**src/rtl/mhf_pkg.sv**
```systemverilog
package mhf_pkg;
    localparam int unsigned CRC_W = 32;
    typedef logic [CRC_W-1:0] crc_t;

    // One serial step: shift, then fold in the polynomial and set bit 0 on feedback
    function automatic crc_t crc_step(input crc_t c, input logic d, input crc_t poly);
        logic fb;
        crc_t n;
        fb = c[CRC_W-1] ^ d;
        n  = c << 1;
        if (fb) begin
            n = (n ^ poly) | crc_t'(1);
        end
        return n;
    endfunction
endpackage

```
**src/rtl/mhf_crc_byte.sv**
```systemverilog
module mhf_crc_byte
    import mhf_pkg::*;
#(
    parameter int unsigned BYTE_W = 8,
    parameter crc_t        POLY   = 32'h04C11DB6
) (
    input  crc_t              crc_in,
    input  logic [BYTE_W-1:0] data_in,
    output crc_t              crc_out
);
    crc_t stage [BYTE_W+1];

    assign stage[0] = crc_in;

    // Unrolled chain, least significant data bit first
    for (genvar k = 0; k < BYTE_W; k++) begin : g_step
        assign stage[k+1] = crc_step(stage[k], data_in[k], POLY);
    end

    assign crc_out = stage[BYTE_W];
endmodule

```
**src/rtl/mhf_table.sv**
```systemverilog
module mhf_table #(
    parameter int unsigned IDX_W = 6
) (
    input  logic              clk,
    input  logic              rst_n,
    input  logic              wr_en,
    input  logic [$clog2(((1 << IDX_W) + 7) / 8)-1:0] wr_addr,
    input  logic [7:0]        wr_data,
    input  logic [IDX_W-1:0]  rd_idx,
    output logic              rd_bit
);
    localparam int unsigned TBL_BITS  = 1 << IDX_W;
    localparam int unsigned TBL_BYTES = (TBL_BITS + 7) / 8;
    localparam int unsigned SEL_W     = $clog2(TBL_BYTES);

    logic [TBL_BITS-1:0] tbl_d, tbl_q;
    logic [7:0]          lane_d [TBL_BYTES];

    for (genvar g = 0; g < TBL_BYTES; g++) begin : g_lane
        assign lane_d[g] = (wr_en && wr_addr == SEL_W'(g)) ? wr_data : tbl_q[8*g +: 8];
    end

    always_comb begin
        tbl_d = tbl_q;
        for (int i = 0; i < TBL_BYTES; i++) begin
            tbl_d[8*i +: 8] = lane_d[i];
        end
    end

    always_ff @(posedge clk or negedge rst_n) begin
        if (!rst_n) begin
            tbl_q <= '0;
        end else begin
            tbl_q <= tbl_d;
        end
    end

    assign rd_bit = tbl_q[rd_idx];

    // the addressed byte holds the written data one edge later
    a_r5_write_lands: assert property (@(posedge clk) disable iff (!rst_n)
        wr_en |=> tbl_q[$past(wr_addr)*8 +: 8] == $past(wr_data));
endmodule

```
**src/rtl/mhf_top.sv**
```systemverilog
module mhf_top
    import mhf_pkg::*;
#(
    parameter int unsigned ADDR_BYTES = 6,
    parameter int unsigned IDX_W      = 6,
    parameter crc_t        POLY       = 32'h04C11DB6
) (
    input  logic       clk,
    input  logic       rst_n,
    input  logic       frame_start,
    input  logic       byte_valid,
    input  logic [7:0] byte_data,
    input  logic       hash_en,
    input  logic       tbl_wr,
    input  logic [2:0] tbl_addr,
    input  logic [7:0] tbl_wdata,
    output logic       done,
    output logic       hit
);
    localparam int unsigned CNT_W = $clog2(ADDR_BYTES + 1);

    typedef struct packed {
        crc_t             crc;
        logic [CNT_W-1:0] cnt;
        logic             done;
        logic             hit;
    } state_t;

    state_t           s_d, s_q;
    crc_t             base_crc, crc_next;
    logic [CNT_W-1:0] base_cnt;
    logic [IDX_W-1:0] idx;
    logic             tbl_bit;
    logic             accept;

    mhf_crc_byte #(.BYTE_W(8), .POLY(POLY)) u_crc (
        .crc_in  (base_crc),
        .data_in (byte_data),
        .crc_out (crc_next)
    );

    mhf_table #(.IDX_W(IDX_W)) u_tbl (
        .clk     (clk),
        .rst_n   (rst_n),
        .wr_en   (tbl_wr),
        .wr_addr (tbl_addr),
        .wr_data (tbl_wdata),
        .rd_idx  (idx),
        .rd_bit  (tbl_bit)
    );

    // Index is the top IDX_W CRC bits in reversed order
    always_comb begin
        for (int i = 0; i < IDX_W; i++) begin
            idx[i] = crc_next[CRC_W-1-i];
        end
    end

    always_comb begin
        base_crc = frame_start ? '1 : s_q.crc;
        base_cnt = frame_start ? '0 : s_q.cnt;
        accept   = byte_valid && (base_cnt < CNT_W'(ADDR_BYTES));

        s_d      = s_q;
        s_d.crc  = base_crc;
        s_d.cnt  = base_cnt;
        s_d.done = 1'b0;
        s_d.hit  = 1'b0;
        if (accept) begin
            s_d.crc = crc_next;
            s_d.cnt = base_cnt + CNT_W'(1);
            if (base_cnt == CNT_W'(ADDR_BYTES - 1)) begin
                s_d.done = 1'b1;
                s_d.hit  = hash_en & tbl_bit;
            end
        end
    end

    always_ff @(posedge clk or negedge rst_n) begin
        if (!rst_n) begin
            s_q <= '{crc: '1, cnt: '0, done: 1'b0, hit: 1'b0};
        end else begin
            s_q <= s_d;
        end
    end

    assign done = s_q.done;
    assign hit  = s_q.hit;

    // single-cycle done, hit only alongside done
    a_r8_done_pulse: assert property (@(posedge clk) disable iff (!rst_n)
        done |=> !done);
    a_r8_hit_needs_done: assert property (@(posedge clk) disable iff (!rst_n)
        hit |-> done);
    // a lookup made while disabled reports a miss
    a_r7_disabled_miss: assert property (@(posedge clk) disable iff (!rst_n)
        (done && !$past(hash_en)) |-> !hit);
    // lone frame_start reloads the CRC with all ones
    a_r2_crc_init: assert property (@(posedge clk) disable iff (!rst_n)
        (frame_start && !byte_valid) |=> (s_q.crc == '1));
    // a restart is never followed at once by a result
    a_r10_restart_quiet: assert property (@(posedge clk) disable iff (!rst_n)
        (frame_start && !byte_valid) |=> !done);
    // byte count never passes the address length
    a_r9_cnt_bound: assert property (@(posedge clk) disable iff (!rst_n)
        s_q.cnt <= CNT_W'(ADDR_BYTES));
endmodule

```
**config.mk**
```make
export PLATFORM = sky130hd
export DESIGN_NAME = mhf_top
export DESIGN_NICKNAME = d
export VERILOG_FILES = /design/src/rtl/mhf_pkg.sv /design/src/rtl/mhf_crc_byte.sv /design/src/rtl/mhf_table.sv /design/src/rtl/mhf_top.sv
export SDC_FILE = /design/constraint.sdc
export NUM_CORES = 1
export LEC_CHECK = 0
export BUFFER_PORTS_ARGS = -buffer_cell sky130_fd_sc_hd__buf_4
export CORE_UTILIZATION = 23
export DETAILED_ROUTE_END_ITERATION = 10
export GPL_TIMING_DRIVEN = 0
export MAX_ROUTING_LAYER = met4
export PLACE_DENSITY_LB_ADDON = 0.25
export SETUP_SLACK_MARGIN = 0.4
export SLEW_MARGIN = 30
export SYNTH_ARGS = -nofsm -noshare
export SYNTH_HDL_FRONTEND = slang
export SYNTH_SLANG_ARGS = --single-unit
```
**constraint.sdc**
```tcl
create_clock -name clk -period 3.08 [get_ports clk]
set_clock_uncertainty 0.1 [all_clocks]
set_input_delay 0.462 -clock clk [delete_from_list [all_inputs] [get_ports clk]]
set_output_delay 0.462 -clock clk [all_outputs]
set_load 0.1 [all_outputs]
```
# Word level (Yosys, flattened, before mapping)
# Index checks and enable logic that the tools add are counted.
word_totals:
  memories: 0
  reg_bits: 101
  latchBits: 0
  ram_bits: 0
  mem_bits_ro: 0
op_classes:
  shift: 0
  reduce_logical: 10
  eq_ne: 8
  n_addsub: 1
  multipliers: 0
  div: 0
  bitwise_logic: 17
  magnitude_cmp: 2
  mux: 14
ops:
  columns: ["operator", "count"]
  rows:
  - ["$mux 27", 8]
  - ["$not 13->13", 8]
  - ["$mux 37", 1]
  - ["$mux 32", 1]
  - ["$eq 3x3->1 const B", 5]
  - ["$logic_and 1x1->1", 9]
  - ["$xor 1x1->1", 8]
  - ["$lt 6x7->1 const B", 1]
  - ["$bmux 1 s6", 1]
  - ["$eq 3x2->1 const B", 2]
  - ["$add 3x1->3 const B", 1]
  - ["$eq 3x1->1 const B", 1]
  - ["$logic_not 3->1", 1]
  - ["$lt 3x3->1 const B", 1]
  - ["$mux 3", 1]
  - ["$mux 2", 1]
  - ["$and 1x1->1", 1]
  - ["$mux 1", 1]

# Logic depth before layout (Yosys ltp)
depth:
  ltp_word: 22
  mapped_depth: 11
  mapped_depth_nobuf: 9

# By module
# Synthesis repeated with hierarchy kept, for this count alone.
hier_totals:
  cells_unflattened: 465
  hier_area_um2: 5834.3
modules_own_cells:
  columns: ["module", "cells_each", "instances", "area_each_um2"]
  rows:
  - ["mhf_table", 199, 1, 3050.4]
  - ["mhf_top", 201, 1, 1846.8]
  - ["mhf_crc_byte", 65, 1, 937.1]

# Worst setup path after synthesis
# No wires, ideal clock.
synth_timing:
  path_type: "register -> register"
  from: "register s_q[36] (netlist name)"
  to: "register s_q (netlist bit hit)"
  n_path_buf: 1
  stages_incl_launch_ff: 9
  slack_ps: 450
  arrival_ps: 2409
  setup_time_ps: 121
  period_less_slack_ps: 2630
  path_cell_list: "dfstp_2 > buf_4 > xnor2_1 > nor2_1 > xnor2_1 > xor3_2 > a311o_1 > a31o_1 > a22o_1"
synth_lines:
  columns: ["element", "line_no", "text"]
  rows:
  - ["start, declared", "mhf_top.sv:29", "state_t s_d, s_q;"]
  - ["start signal, assigned", "mhf_top.sv:81", "s_q <= '{crc: '1, cnt: '0, done: 1'b0, hit: 1'b0};"]

==> results summary <==
The flow ran to the end, and the final reports show no timing, DRC or antenna violations. The required time of the critical path came out at around 3300 ps. The number of hold-slack violations in the final timing report is 0. Once detail routing completed, the nets flagged for antenna violations numbered 0. The async set or reset register ratio after synthesis is 100.0%. The worst-case vdd ir drop is around 0.42 mV.

The clock insertion delay at the later pin of the skew report came out at 360 ps. The initialized floorplan defines 58 standard-cell rows. The number of pins with negative max-slew slack in the final report is 0.

By area, the combinational part of the netlist is dominated by multiplexers. The cell family contributing the most delay on the critical path is compound AO/OA/AOI/OAI gates. The via count of the first global-routing pass came to 4357. The number of antenna repair diodes is 0. The path class of the tightest hold or removal check is in2async.

The area share of xor/xnor cells in the synthesized design came out at 13.18%. The number of detailed-route iterations in the first pass is 4. After synthesis, the cell types taking the most area are sky130_fd_sc_hd__dfrtp_1 (29%), sky130_fd_sc_hd__dfstp_2 (14%), sky130_fd_sc_hd__mux2_2 (13%). Leaving out filler cells and counting taps, the final layout contains 930. No sink is reached through more buffers than the 2 on the longest clock path. The number of fill cells in the layout is 2609. The number of distinct standard cells referenced by the synthesized netlist came out at 64. The worst setup path is captured at a flip-flop. The clock tree root buffer cell is sky130_fd_sc_hd__clkbuf_16. For this design, the sink count on the clock tree is 101.

The slowest stage of the critical path is the sky130_fd_sc_hd__dfstp_2 cell. The count of buffers added on input and output ports is 17. The routed length per placed instance came out at 17.65 um. The largest single stage delay on the critical path is 540 ps.

sky130_fd_sc_hd__dfrtp_1 is the most common cell in the netlist. The mean instance size in the synthesized netlist came out at 10.88 um^2. In the synthesized netlist the dominant register cell turns out to be sky130_fd_sc_hd__dfrtp_1. The clock transition at the registers of the reported paths came out at about 80 ps. The area of all placed cells without fillers came out at 7191 um^2. The proportion of synthesized area in mux cells is ~18%.

The post-route worst hold slack is 87.64 ps. Synthesis produced 542 cells. The die outline height is roughly 160 um. Entering global routing, the biggest net connects 102 pins. The setup TNS came out at 0 ps. The utilization after layout is around 29%.

Summing every instance area after synthesis gives 5896 um^2. The cts-stage hold buffer count came out at 0. The Yosys warning count is 0. After detailed placement, the design holds a cell count of 889.

The full die area is 26280 um^2. The width of the die came out at 162.1 um. The shortest period the worst path allows came out at 2843 ps. The number of violations of the max-capacitance limit came out at 0. For the worst setup path, the data arrival time is between 3000 and 4000 ps. sky130_fd_sc_hd__dfrtp_1 takes more of the synthesized area than any other cell. By count the netlist is led by sky130_fd_sc_hd__dfrtp_1 (69), sky130_fd_sc_hd__mux2_2 (66), sky130_fd_sc_hd__nor2_1 (61). The TritonCTS buffer count is 9. The congestion estimate from routability-driven global placement came to 0.8085.

The number of synthesized register bits came out at roughly 100. The fraction of synthesized cell area taken by the top area cell type is 29.29%. The share of cells above drive strength 1 came out at between 30% and 40%. Summing all multi-input logic gate instances after layout gives 3316 um^2. The all-layer global routing usage is 13.12%. Setup repair after global routing could not meet its margin everywhere. The slew at the pin closest to its max-slew limit came out at approximately 870 ps. The initial utilization of the core area, before any placement, comes to between 20% and 30%.

The post-synth net total came out at around 570. The residual DRC count came out at 0. Summing the sequential cell areas from Yosys gives 43.55% of the chip area. The simple-gate share of the synthesized area came out at 12.12%. Across the whole layout, storage elements account for roughly 2600 um^2. The CTS tree is done.

The HPWL after detailed placement is 11.17 mm. Relative to the synthesized area, the layout overhead comes to 21.97%. The number of antenna violations at the first check in global routing is 0. The number of endpoints failing setup at the final stage is 0. In this run the power density over the cells is 928.5 nW/um^2. The static power due to leakage came out at 2.844 nW. The number of levels in the clock H-tree is 3. For this run, the top clock speed supported by timing is approximately 350 MHz. The number of DRC markers in iteration 0 came out at 235. Walking the worst path, the cells encountered are buf_8, xnor2_4, or3_4, buf_6, and2_4, o2111a_1, o211ai_1, o221ai_1, a222oi_1, a22o_1. By startpoint and endpoint, the worst setup path is classified as reg2reg.

The number of ports placed on the die boundary came out at 27. The share of the clock period used by the worst path after layout came out at 92.29%. Summing the areas of all fa, ha and maj instances in the mapped netlist gives less than 1% of the synthesized area.

The total overflow left after global routing is 0. The biggest fanout along the worst timing path came out at 4. Summing the areas of all compound-gate instances in the mapped netlist gives 9.911% of the synthesized area. In this run the tightest slew margin relative to its limit is between 40 and 50%. The net count of the finished layout is around 620.

The startpoint type of the worst setup path is a flip-flop. In this run, synthesis inferred 0 flip-flops with an integrated enable. The placement-stage cell area came out at 6455 um^2. The critical path buffer and inverter count is 2. Using the TritonRoute via totals, the vias-per-cell ratio works out to 4.674. The routed layout has 4347 vias. The routed wire length came out at 16.42 mm. The first global-routing pass estimated approximately 25 mm of wire. The core region is about 25000 um^2.
## sequential cells by signal (all words and copies together), names as in the netlist
signal / cells
hit: 1
s_q: 35
u_tbl.tbl_q: 64
done: 1
## placed cells by master, fill, tap and decap left out, types with 6 or more instances in the layout
| cell type | instances |
|---|---|
| sky130_fd_sc_hd__a211oi_1 | 7 |
| sky130_fd_sc_hd__a21oi_1 | 24 |
| sky130_fd_sc_hd__a22oi_1 | 14 |
| sky130_fd_sc_hd__buf_2 | 6 |
| sky130_fd_sc_hd__buf_4 | 38 |
| sky130_fd_sc_hd__clkbuf_1 | 16 |
| sky130_fd_sc_hd__clkbuf_16 | 9 |
| sky130_fd_sc_hd__dfrtp_1 | 69 |
| sky130_fd_sc_hd__dfstp_2 | 32 |
| sky130_fd_sc_hd__mux2_2 | 66 |
| sky130_fd_sc_hd__mux2i_1 | 11 |
| sky130_fd_sc_hd__nand2_1 | 29 |
| sky130_fd_sc_hd__nand2b_1 | 9 |
| sky130_fd_sc_hd__nand3_1 | 6 |
| sky130_fd_sc_hd__nor2_1 | 59 |
| sky130_fd_sc_hd__nor3_1 | 11 |
| sky130_fd_sc_hd__o21ai_0 | 21 |
| sky130_fd_sc_hd__or3_1 | 9 |
| sky130_fd_sc_hd__xnor2_1 | 40 |
| sky130_fd_sc_hd__xnor2_2 | 10 |
| sky130_fd_sc_hd__xor2_1 | 17 |
## logic make-up (layout without fill, tap and decap cells)
group	after synthesis	count (layout)
AOI/OAI and AO/OA	91	91
buffers and inverters	37	95
xor gates and xnor gates	76	76
and+or+nand+nor	150	150
muxes	85	85
adders and majority gates	2	2
DFF	101	101
## path summary, 6_finish.rpt
check                             startpoint                           to  slack [ps]  depth (start not counted)
setup reg to reg           s_q[34]$_DFF_PN1_                hit$_DFF_PN0_         240                         10
hold / removal                         rst_n             s_q[4]$_DFF_PN0_          90                          1
max in group asynchronous              rst_n  u_tbl.tbl_q[41]$_DFFE_PN0P_        2170                          1
min in group clk                  byte_valid               done$_DFF_PN0_         310                          3
hold reg to reg             s_q[3]$_DFF_PN0_               done$_DFF_PN0_         390                          1
setup / recovery           s_q[34]$_DFF_PN1_                hit$_DFF_PN0_         240                         10
## what timing repair did
item                                    4_1_cts  5_1_grt
setup buffers                                13       12
endpoints found under the setup margin        5        2
resized for setup                            13       26
pin swaps                                    11       17
## layer usage
| metal | share of wire [%] | up-vias | global-route usage (%) |
|---|---|---|---|
| met5 | 0 | - | - |
| met4 | 1.7 | 0 | 3.816 |
| met3 | 3.5 | 20 | 2.247 |
| met2 | 49 | 92 | 20.95 |
| met1 | 46 | 2214 | 16.97 |
| li1 | - | 2021 | - |
## layout make-up
class,instances,area share (%)
well taps,330,5.742
clock buffers,9,3.132
repair buffers,42,4.924
flip-flops and latches,101,35.71
plain buffers,33,2.819
multi-input cells,404,46.11
inverters,4,0.2088
clock inverters,7,1.357
## power by group
part	total, mW	switching, mW	internal (mW)
clock	1.27	0.604	0.662
combinational	3.33	1.66	1.67
sequential	2.08	0.253	1.83
total	6.68	2.52	4.16
## metrics by stage
step                      setup slack, ps  power, mW
final                               237.4      6.676
after detailed placement           -27.05      4.898
after floorplan                     449.9      4.162
after global placement             -17.45      4.838
after CTS                           179.7      6.368
after global routing                92.99      7.066
No activity file was read; power rests on OpenSTA's default activity.
